## config.mk

```make
export PLATFORM = sky130hd
export DESIGN_NAME = prescale_divider
export DESIGN_NICKNAME = d
export VERILOG_FILES = /design/src/rtl/prescale_divider_pkg.sv /design/src/rtl/pd_cfg_latch.sv /design/src/rtl/pd_prescale_cnt.sv /design/src/rtl/pd_divide_cnt.sv /design/src/rtl/prescale_divider.sv
export SDC_FILE = /design/constraint.sdc
export NUM_CORES = 1
export LEC_CHECK = 0
export CAP_MARGIN = 5
export CORE_AREA = 8 8 71 104
export CTS_BUF_LIST = sky130_fd_sc_hd__clkbuf_16
export CTS_CLUSTER_SIZE = 14
export DETAILED_ROUTE_END_ITERATION = 6
export DIE_AREA = 0 0 79 112
export PLACE_DENSITY = 0.84
export RECOVER_POWER = 100
export SLEW_MARGIN = 20
export SYNTH_ARGS = -nofsm -noshare
export SYNTH_HDL_FRONTEND = slang
export SYNTH_SLANG_ARGS = --single-unit
```

## constraint.sdc

```tcl
create_clock -name clk_i -period 10.2 [get_ports clk_i]
set_input_delay 1.02 -clock clk_i [delete_from_list [all_inputs] [get_ports clk_i]]
set_output_delay 1.02 -clock clk_i [all_outputs]
set_load 0.02 [all_outputs]
```

## src/rtl/prescale_divider_pkg.sv

```systemverilog
package prescale_divider_pkg;

    localparam int CODE_W   = 9;
    localparam int MODE_W   = 9;
    localparam int PRE_LOG2 = 2;
    localparam int DCNT_W   = CODE_W + 1;
    localparam int TOT_W    = CODE_W + 1 + PRE_LOG2;

    localparam logic [4:0] MODE_FIXED_HI = 5'b00011;
    localparam logic       MODE_FIXED_LO = 1'b0;

    typedef struct packed {
        logic              pass_all;
        logic              skip_pre;
        logic              half_pre;
        logic [CODE_W-1:0] code;
    } div_cfg_t;

    localparam div_cfg_t CFG_RESET = '{pass_all: 1'b0, skip_pre: 1'b1,
                                       half_pre: 1'b0, code: '0};

    function automatic logic mode_ok(input logic [MODE_W-1:0] w);
        return (w[8:4] == MODE_FIXED_HI) && (w[0] == MODE_FIXED_LO);
    endfunction

    function automatic logic [1:0] pre_shift(input div_cfg_t c);
        if (c.skip_pre) return 2'd0;
        else if (c.half_pre) return 2'd1;
        else return 2'd2;
    endfunction

endpackage

```

## src/rtl/pd_cfg_latch.sv

```systemverilog
module pd_cfg_latch
    import prescale_divider_pkg::*;
(
    input  logic              clk_i,
    input  logic              rst_ni,
    input  logic              load_i,
    input  logic [MODE_W-1:0] mode_i,
    input  logic [CODE_W-1:0] div_i,
    output div_cfg_t          cfg_o,
    output logic              accept_o
);

    typedef struct packed {
        div_cfg_t cfg;
    } st_t;

    st_t st_d, st_q;

    always_comb begin
        st_d     = st_q;
        accept_o = load_i && mode_ok(mode_i);
        if (accept_o) begin
            st_d.cfg.pass_all = mode_i[1];
            st_d.cfg.skip_pre = mode_i[2];
            st_d.cfg.half_pre = mode_i[3];
            st_d.cfg.code     = div_i;
        end
    end

    always_ff @(posedge clk_i or negedge rst_ni) begin
        if (!rst_ni) st_q <= '{cfg: CFG_RESET};
        else         st_q <= st_d;
    end

    assign cfg_o = st_q.cfg;

endmodule

```

## src/rtl/pd_prescale_cnt.sv

```systemverilog
module pd_prescale_cnt #(
    parameter int LOG2_MAX = 2,
    localparam int CW = (LOG2_MAX > 0) ? LOG2_MAX : 1
) (
    input  logic          clk_i,
    input  logic          rst_ni,
    input  logic          clear_i,
    input  logic          run_i,
    input  logic [1:0]    shift_i,
    output logic [CW-1:0] cnt_o,
    output logic          wrap_o
);

    typedef struct packed {
        logic [CW-1:0] cnt;
    } st_t;

    st_t st_d, st_q;
    logic [CW-1:0] last;

    generate
        if (LOG2_MAX > 0) begin : g_pre
            assign last = CW'((32'd1 << shift_i) - 32'd1);
        end else begin : g_nopre
            assign last = '0;
        end
    endgenerate

    always_comb begin
        st_d   = st_q;
        wrap_o = run_i && !clear_i && (st_q.cnt == last);
        if (clear_i) begin
            st_d.cnt = '0;
        end else if (run_i) begin
            st_d.cnt = (st_q.cnt == last) ? '0 : st_q.cnt + 1'b1;
        end
    end

    always_ff @(posedge clk_i or negedge rst_ni) begin
        if (!rst_ni) st_q <= '0;
        else         st_q <= st_d;
    end

    assign cnt_o = st_q.cnt;

endmodule

```

## src/rtl/pd_divide_cnt.sv

```systemverilog
module pd_divide_cnt #(
    parameter int W = 10
) (
    input  logic         clk_i,
    input  logic         rst_ni,
    input  logic         clear_i,
    input  logic         tick_i,
    input  logic [W-1:0] last_i,
    output logic [W-1:0] cnt_o
);

    typedef struct packed {
        logic [W-1:0] cnt;
    } st_t;

    st_t st_d, st_q;

    always_comb begin
        st_d = st_q;
        if (clear_i) begin
            st_d.cnt = '0;
        end else if (tick_i) begin
            st_d.cnt = (st_q.cnt == last_i) ? '0 : st_q.cnt + 1'b1;
        end
    end

    always_ff @(posedge clk_i or negedge rst_ni) begin
        if (!rst_ni) st_q <= '0;
        else         st_q <= st_d;
    end

    assign cnt_o = st_q.cnt;

endmodule

```

## src/rtl/prescale_divider.sv

```systemverilog
module prescale_divider
    import prescale_divider_pkg::*;
(
    input  logic              clk_i,
    input  logic              rst_ni,
    input  logic              en_i,
    input  logic              load_i,
    input  logic [MODE_W-1:0] mode_i,
    input  logic [CODE_W-1:0] div_i,
    output logic              clk_o
);

    localparam int PW = (PRE_LOG2 > 0) ? PRE_LOG2 : 1;

    div_cfg_t          cfg_q;
    logic              accept;
    logic [1:0]        shift;
    logic [PW-1:0]     pre_cnt;
    logic              pre_wrap;
    logic [DCNT_W-1:0] div_cnt;
    logic [DCNT_W-1:0] div_last;
    logic [TOT_W-1:0]  ratio;
    logic [TOT_W-1:0]  low_len;
    logic [TOT_W-1:0]  pos;
    logic              clear;
    logic              run;

    typedef struct packed {
        logic wave;
    } st_t;

    st_t st_d, st_q;
    logic wave_q;

    pd_cfg_latch u_cfg (
        .clk_i    (clk_i),
        .rst_ni   (rst_ni),
        .load_i   (load_i),
        .mode_i   (mode_i),
        .div_i    (div_i),
        .cfg_o    (cfg_q),
        .accept_o (accept)
    );

    assign shift    = pre_shift(cfg_q);
    assign clear    = !en_i || accept;
    assign run      = en_i && !accept && !cfg_q.pass_all;
    assign div_last = {1'b0, cfg_q.code} + 1'b1;

    pd_prescale_cnt #(.LOG2_MAX(PRE_LOG2)) u_pre (
        .clk_i   (clk_i),
        .rst_ni  (rst_ni),
        .clear_i (clear),
        .run_i   (run),
        .shift_i (shift),
        .cnt_o   (pre_cnt),
        .wrap_o  (pre_wrap)
    );

    pd_divide_cnt #(.W(DCNT_W)) u_div (
        .clk_i   (clk_i),
        .rst_ni  (rst_ni),
        .clear_i (clear),
        .tick_i  (pre_wrap),
        .last_i  (div_last),
        .cnt_o   (div_cnt)
    );

    assign ratio   = TOT_W'({1'b0, cfg_q.code} + 2'd2) << shift;
    assign low_len = ratio - (ratio >> 1);
    assign pos     = (TOT_W'(div_cnt) << shift) | TOT_W'(pre_cnt);

    always_comb begin
        st_d = st_q;
        if (clear) begin
            st_d.wave = 1'b0;
        end else if (run) begin
            st_d.wave = (pos >= low_len);
        end
    end

    always_ff @(posedge clk_i or negedge rst_ni) begin
        if (!rst_ni) st_q <= '0;
        else         st_q <= st_d;
    end

    assign wave_q = st_q.wave;
    assign clk_o  = en_i && (cfg_q.pass_all ? clk_i : wave_q);

endmodule

```

# Word level (Yosys, flattened, before mapping)
# Cells that the tools add are included.
[classes] mux=11 shift=3 n_reduce_logical=14 add_sub_neg=6 n_eq_ne=3 order_cmp=1 bitwise=2
[ops] cell="$mux 10" n=3
[ops] cell="$shl 10x2->12" n=2
[ops] cell="$ge 12x12->1" n=1
[ops] cell="$or 12x2->12" n=1
[ops] cell="$sub 12x11->12" n=1
[ops] cell="$add 10x1->10 const B" n=1
[ops] cell="$add 9x1->10 const B" n=1
[ops] cell="$add 9x2->10 const B" n=1
[ops] cell="$eq 10x10->1" n=1
[ops] cell="$mux 2" n=5
[ops] cell="$logic_and 1x1->1" n=7
[ops] cell="$eq 5x2->1 const B" n=1
[ops] cell="$logic_not 1->1" n=4
[ops] cell="$reduce_bool 2->1" n=2
[ops] cell="$mux 1" n=3
[ops] cell="$add 2x1->2 const B" n=1
[ops] cell="$eq 2x2->1" n=1
[ops] cell="$shl 1x2->2 const A" n=1
[ops] cell="$sub 2x1->2 const B" n=1
[ops] cell="$logic_or 1x1->1" n=1
[ops] cell="$not 1->1" n=1
[totals] output_inout_bits=1 word_cells=47 ff_bits=25

# Logic depth before layout (Yosys ltp)
[depth] word_depth=10 mapped_depth=22

# Hierarchy
# Synthesis repeated with hierarchy kept, for this count alone.
[unflattened] cells_unflattened=330 hier_area_um2=2972.9
[modules_own_cells] mod="prescale_divider" instances=1 area_per_inst_um2=1675.4 cells_per_inst=222
[modules_own_cells] mod="pd_divide_cnt" instances=1 area_per_inst_um2=695.7 cells_per_inst=66
[modules_own_cells] mod="pd_cfg_latch" instances=1 area_per_inst_um2=471.7 cells_per_inst=28
[modules_own_cells] mod="pd_prescale_cnt" instances=1 area_per_inst_um2=130.1 cells_per_inst=14

==> reports/metrics.csv <==
stage;metric;value;unit
run;max-cap violation count;1;
timing;Setup violations, final;0;
synthesis;Mapped Area;3119;um2
floorplanning;Ports;23;
worst_setup_path;Top cell by count, worst path;clkbuf_16;
drt;total wire length;7.797;mm
clock_network;clk_lat worst skew;380;ps
synthesis;Area contributors post-synth;dfrtp_1 (19%), ha_1 (9.6%), xnor2_1 (6.5%);
worst_hold_path;HP Class;reg -> reg;
worst_setup_path;Data arrival, critical path;6190;ps
worst_setup_path;slowest stage cell on the critical path;dlygate4sd3_1;
worst_setup_path;Worst Setup SP;clk_i;
synthesis;number of flops mapped to enable cells by yosys;0;
synthesis;FFs w/ async S/R, synth;100.0;%
worst_hold_path;Hold Path Origin;u_div.cnt_o[0]$_DFFE_PN0P_;
placement;post-DP HPWL;5.857;mm
pwr;cell area power density;205.8;nW/um2
worst_setup_path;Crit Reg-Reg Startpoint;u_cfg.cfg_o[9]$_DFFE_PN0P_;
pwr;sequential power share;22.5;%
timing;Max Slew Vio Count;16;
drt;initial drt markers;152;
run_status;failing checks;max-capacitance violations, max-slew violations;
synthesis;post-synthesis sequential area ratio;20.10;%
timing;setup TNS;0;ps
placement;Placed Cells;447;
drt;via count;2804;
synthesis;cell with the most instances after synthesis;o21ai_0;
grt;initial antenna violation count;0;
worst_setup_path;Levels on crit path;5;
worst_setup_path;crit path max fanout;2;
synthesis;most frequent cells after synthesis;o21ai_0 (40), nand2_1 (28), nor2_1 (25), dfrtp_1 (24), ha_1 (24);
final_layout;antenna diode instance count;0;
timing;final setup margin;2991;ps
worst_setup_path;crit end category;primary output;
clock_network;Clock transition at path regs;70;ps
timing;Max-slew headroom;-22.96;%
floorplanning;Die Wd;79;um
floorplanning;Initial Utilization;52.37;%
worst_setup_path;Worst Path Required;9180;ps
grt;number of global-route vias before repair;2886;
grt;first-pass GRT wire length;12.97;mm
final_layout;Total Nets Final;428;
grt;GRT Residual Overflow;0;
floorplanning;core area;5956;um2
floorplanning;die area;8848;um2
worst_setup_path;kind of critical path;clk -> out;
clock_network;CTS tree;built;
worst_setup_path;FF-to-FF path depth;19;
pwr;Max IR drop VDD;143.3;uV
drt;1st-pass router iterations;4;
worst_setup_path;reg2reg end;st_q$_DFFE_PN0P_;
synthesis;Synth Register Bits;25;
synthesis;leading area contributor after synthesis;dfrtp_1;
synthesis;Mapped Nets;424;
floorplanning;Chip Height;112;um
synthesis;cells after synthesis;377;
timing;unrepaired setup endpoints after global routing;no;
synthesis;Post-Syn Area per Cell;8.274;um2
timing;worst-margin pin slew;1830;ps
clock_network;Post-CTS Setup Bufs;0;
drt;ANT nets after route;0;
worst_setup_path;Crit path max-delay family;buffers and inverters;
grt;gr usage total;18.07;%
synthesis;Ys Warns;0;
worst_setup_path;CP Launch Type;clock port;
synthesis;Synth top area share;19.25;%
synthesis;unique cell type count in the Yosys netlist;69;
placement;I/O Buffers;22;
drt;drt wl/cell;17.17;um
worst_setup_path;slowest stage delay, CP;650;ps
drt;DRC;0;
pwr;switching part of the total power;42.47;%
grt;largest net degree at the start of global routing;46;
timing;endpoints failing hold;0;
clock_network;Post-CTS Resized;0;
drt;via density per instance;6.176;
worst_setup_path;critical-path cell list;clkbuf_16 -> clkbuf_16 -> mux2i_1 -> nor2b_1 -> dlygate4sd3_1;
run_status;outcome;finished, violations left;
pwr;Leak Pwr;1.471;nW
pwr;power share of the clock group;22.1;%
pwr;Net Sw Power;0.0002983;W
final_layout;layout cell share with drive strength beyond 1;10.79;%
placement;pre-CTS setup slack;3397;ps
clock_network;Post-CTS Hold Buffers;0;
synthesis;dominant synthesized flop cell;dfrtp_1;
pwr;Gate power share;55.4;%
placement;Placer Congestion;0.9214;
final_layout;area delta synth->final;9.426;%
floorplanning;Row Count;35;
worst_setup_path;setup slack, reg-to-reg;5210;ps
final_layout;final std cells w/o fill;454;
timing;Clock Skew;2.079;ps
worst_setup_path;Critical Path Sink;clk_o;
pwr;P_int;0.0004040;W
worst_setup_path;WP buf/inv;3;
==> logic make-up (layout without fill, tap and decap cells) <==
family / after synthesis / count (layout) / share of synthesized area, %
muxes: 22 / 22 / 7.501
xor gates and xnor gates: 34 / 34 / 10.23
buffers and inverters: 44 / 47 / 7.661
adders and majority gates: 27 / 27 / 10.91
and+or+nand+nor: 120 / 120 / 20.86
DFF: 25 / 25 / 20.10
AOI/OAI and AO/OA: 105 / 105 / 22.74
==> layout by cell type (no fill, tap or decap), types with 5 or more instances in the layout <==
cell / count
nand2b_1: 9
clkbuf_16: 6
nor3_1: 8
nor2b_1: 8
nand3_1: 7
a21oi_1: 20
clkdlybuf4s50_1: 18
ha_1: 24
xor2_1: 9
nand2_1: 28
nor2_1: 25
and3_1: 7
o21ai_0: 40
a31oi_1: 5
mux2i_1: 11
dfrtp_1: 24
mux2_2: 11
xnor2_1: 23
inv_1: 14
a21o_1: 8
==> metal layers <==
layer  up-vias  share of wire, %  global-route usage (%)
li1       1355                 -                       -
met1      1333                38                   18.13
met2        87                54                   33.13
met3        29               4.0                   2.500
met4         0               3.9                   11.55
met5         -                 0                       0
==> how the worst min path moves through the flow <==
stage                                       endpoint  slack [ps]  cells past startpoint
after detailed placement  u_pre.cnt_o[1]$_DFFE_PN0P_         610                      2
after CTS                 u_div.cnt_o[0]$_DFFE_PN0P_         640                      1
final                     u_div.cnt_o[0]$_DFFE_PN0P_         640                      1
after global routing      u_pre.cnt_o[1]$_DFFE_PN0P_         670                      2
after global placement    u_pre.cnt_o[1]$_DFFE_PN0P_         620                      2
after floorplan           u_div.cnt_o[0]$_DFFE_PN0P_         540                      1
==> layout make-up <==
cell class                 instances  area (um2)
clock buffer                       7       160.2
clock inverter                     1       7.507
fill                             552        2542
inverter                          18       68.82
multi-input combinational        308        2253
sequential                        25       626.9
tap                               74       92.59
timing repair buffer              21       203.9
==> through the flow <==
stage	util, %	power [W]	hold WS, ps	instance area, um2
2_1_floorplan	-	0.0004771	539.4	3119
3_3_place_gp	54.85	0.0005293	615.2	3267
3_5_place_dp	54.77	0.0005442	605.8	3262
4_1_cts	57.42	0.0007030	639.3	3420
5_1_grt	57.31	0.0007525	669.8	3413
6_report	57.31	0.0007023	642.7	3413
==> worst reg2reg max path: stages, from the launching register on <==
cell	delay [ps]
dfrtp_1	1000
clkinv_1	500
a21oi_1	230
o21ai_0	180
ha_1	410
nor2b_1	140
o21ai_0	140
nand2_1	110
maj3_1	370
a21oi_1	240
o21bai_1	110
a31oi_1	200
maj3_1	220
xor2_1	70
ha_1	290
inv_1	40
o21ai_0	200
a31oi_1	70
or3_1	300
a21oi_1	110
==> registers in the layout, indices dropped and copies added (netlist names) <==
signal       count
u_cfg.cfg_o     12
u_div.cnt_o     10
u_pre.cnt_o      2
st_q             1
==> power groups by stage <==
stage	clock network (W)	registers (W)	logic, W
after floorplan	0.00000199	0.000126	0.000349
after global placement	0.00000302	0.000157	0.000369
after detailed placement	0.00000302	0.000159	0.000383
after CTS	0.000156	0.000157	0.000390
after global routing	0.000158	0.000162	0.000432
final	0.000155	0.000158	0.000389
(Power assumes the default switching activity.)
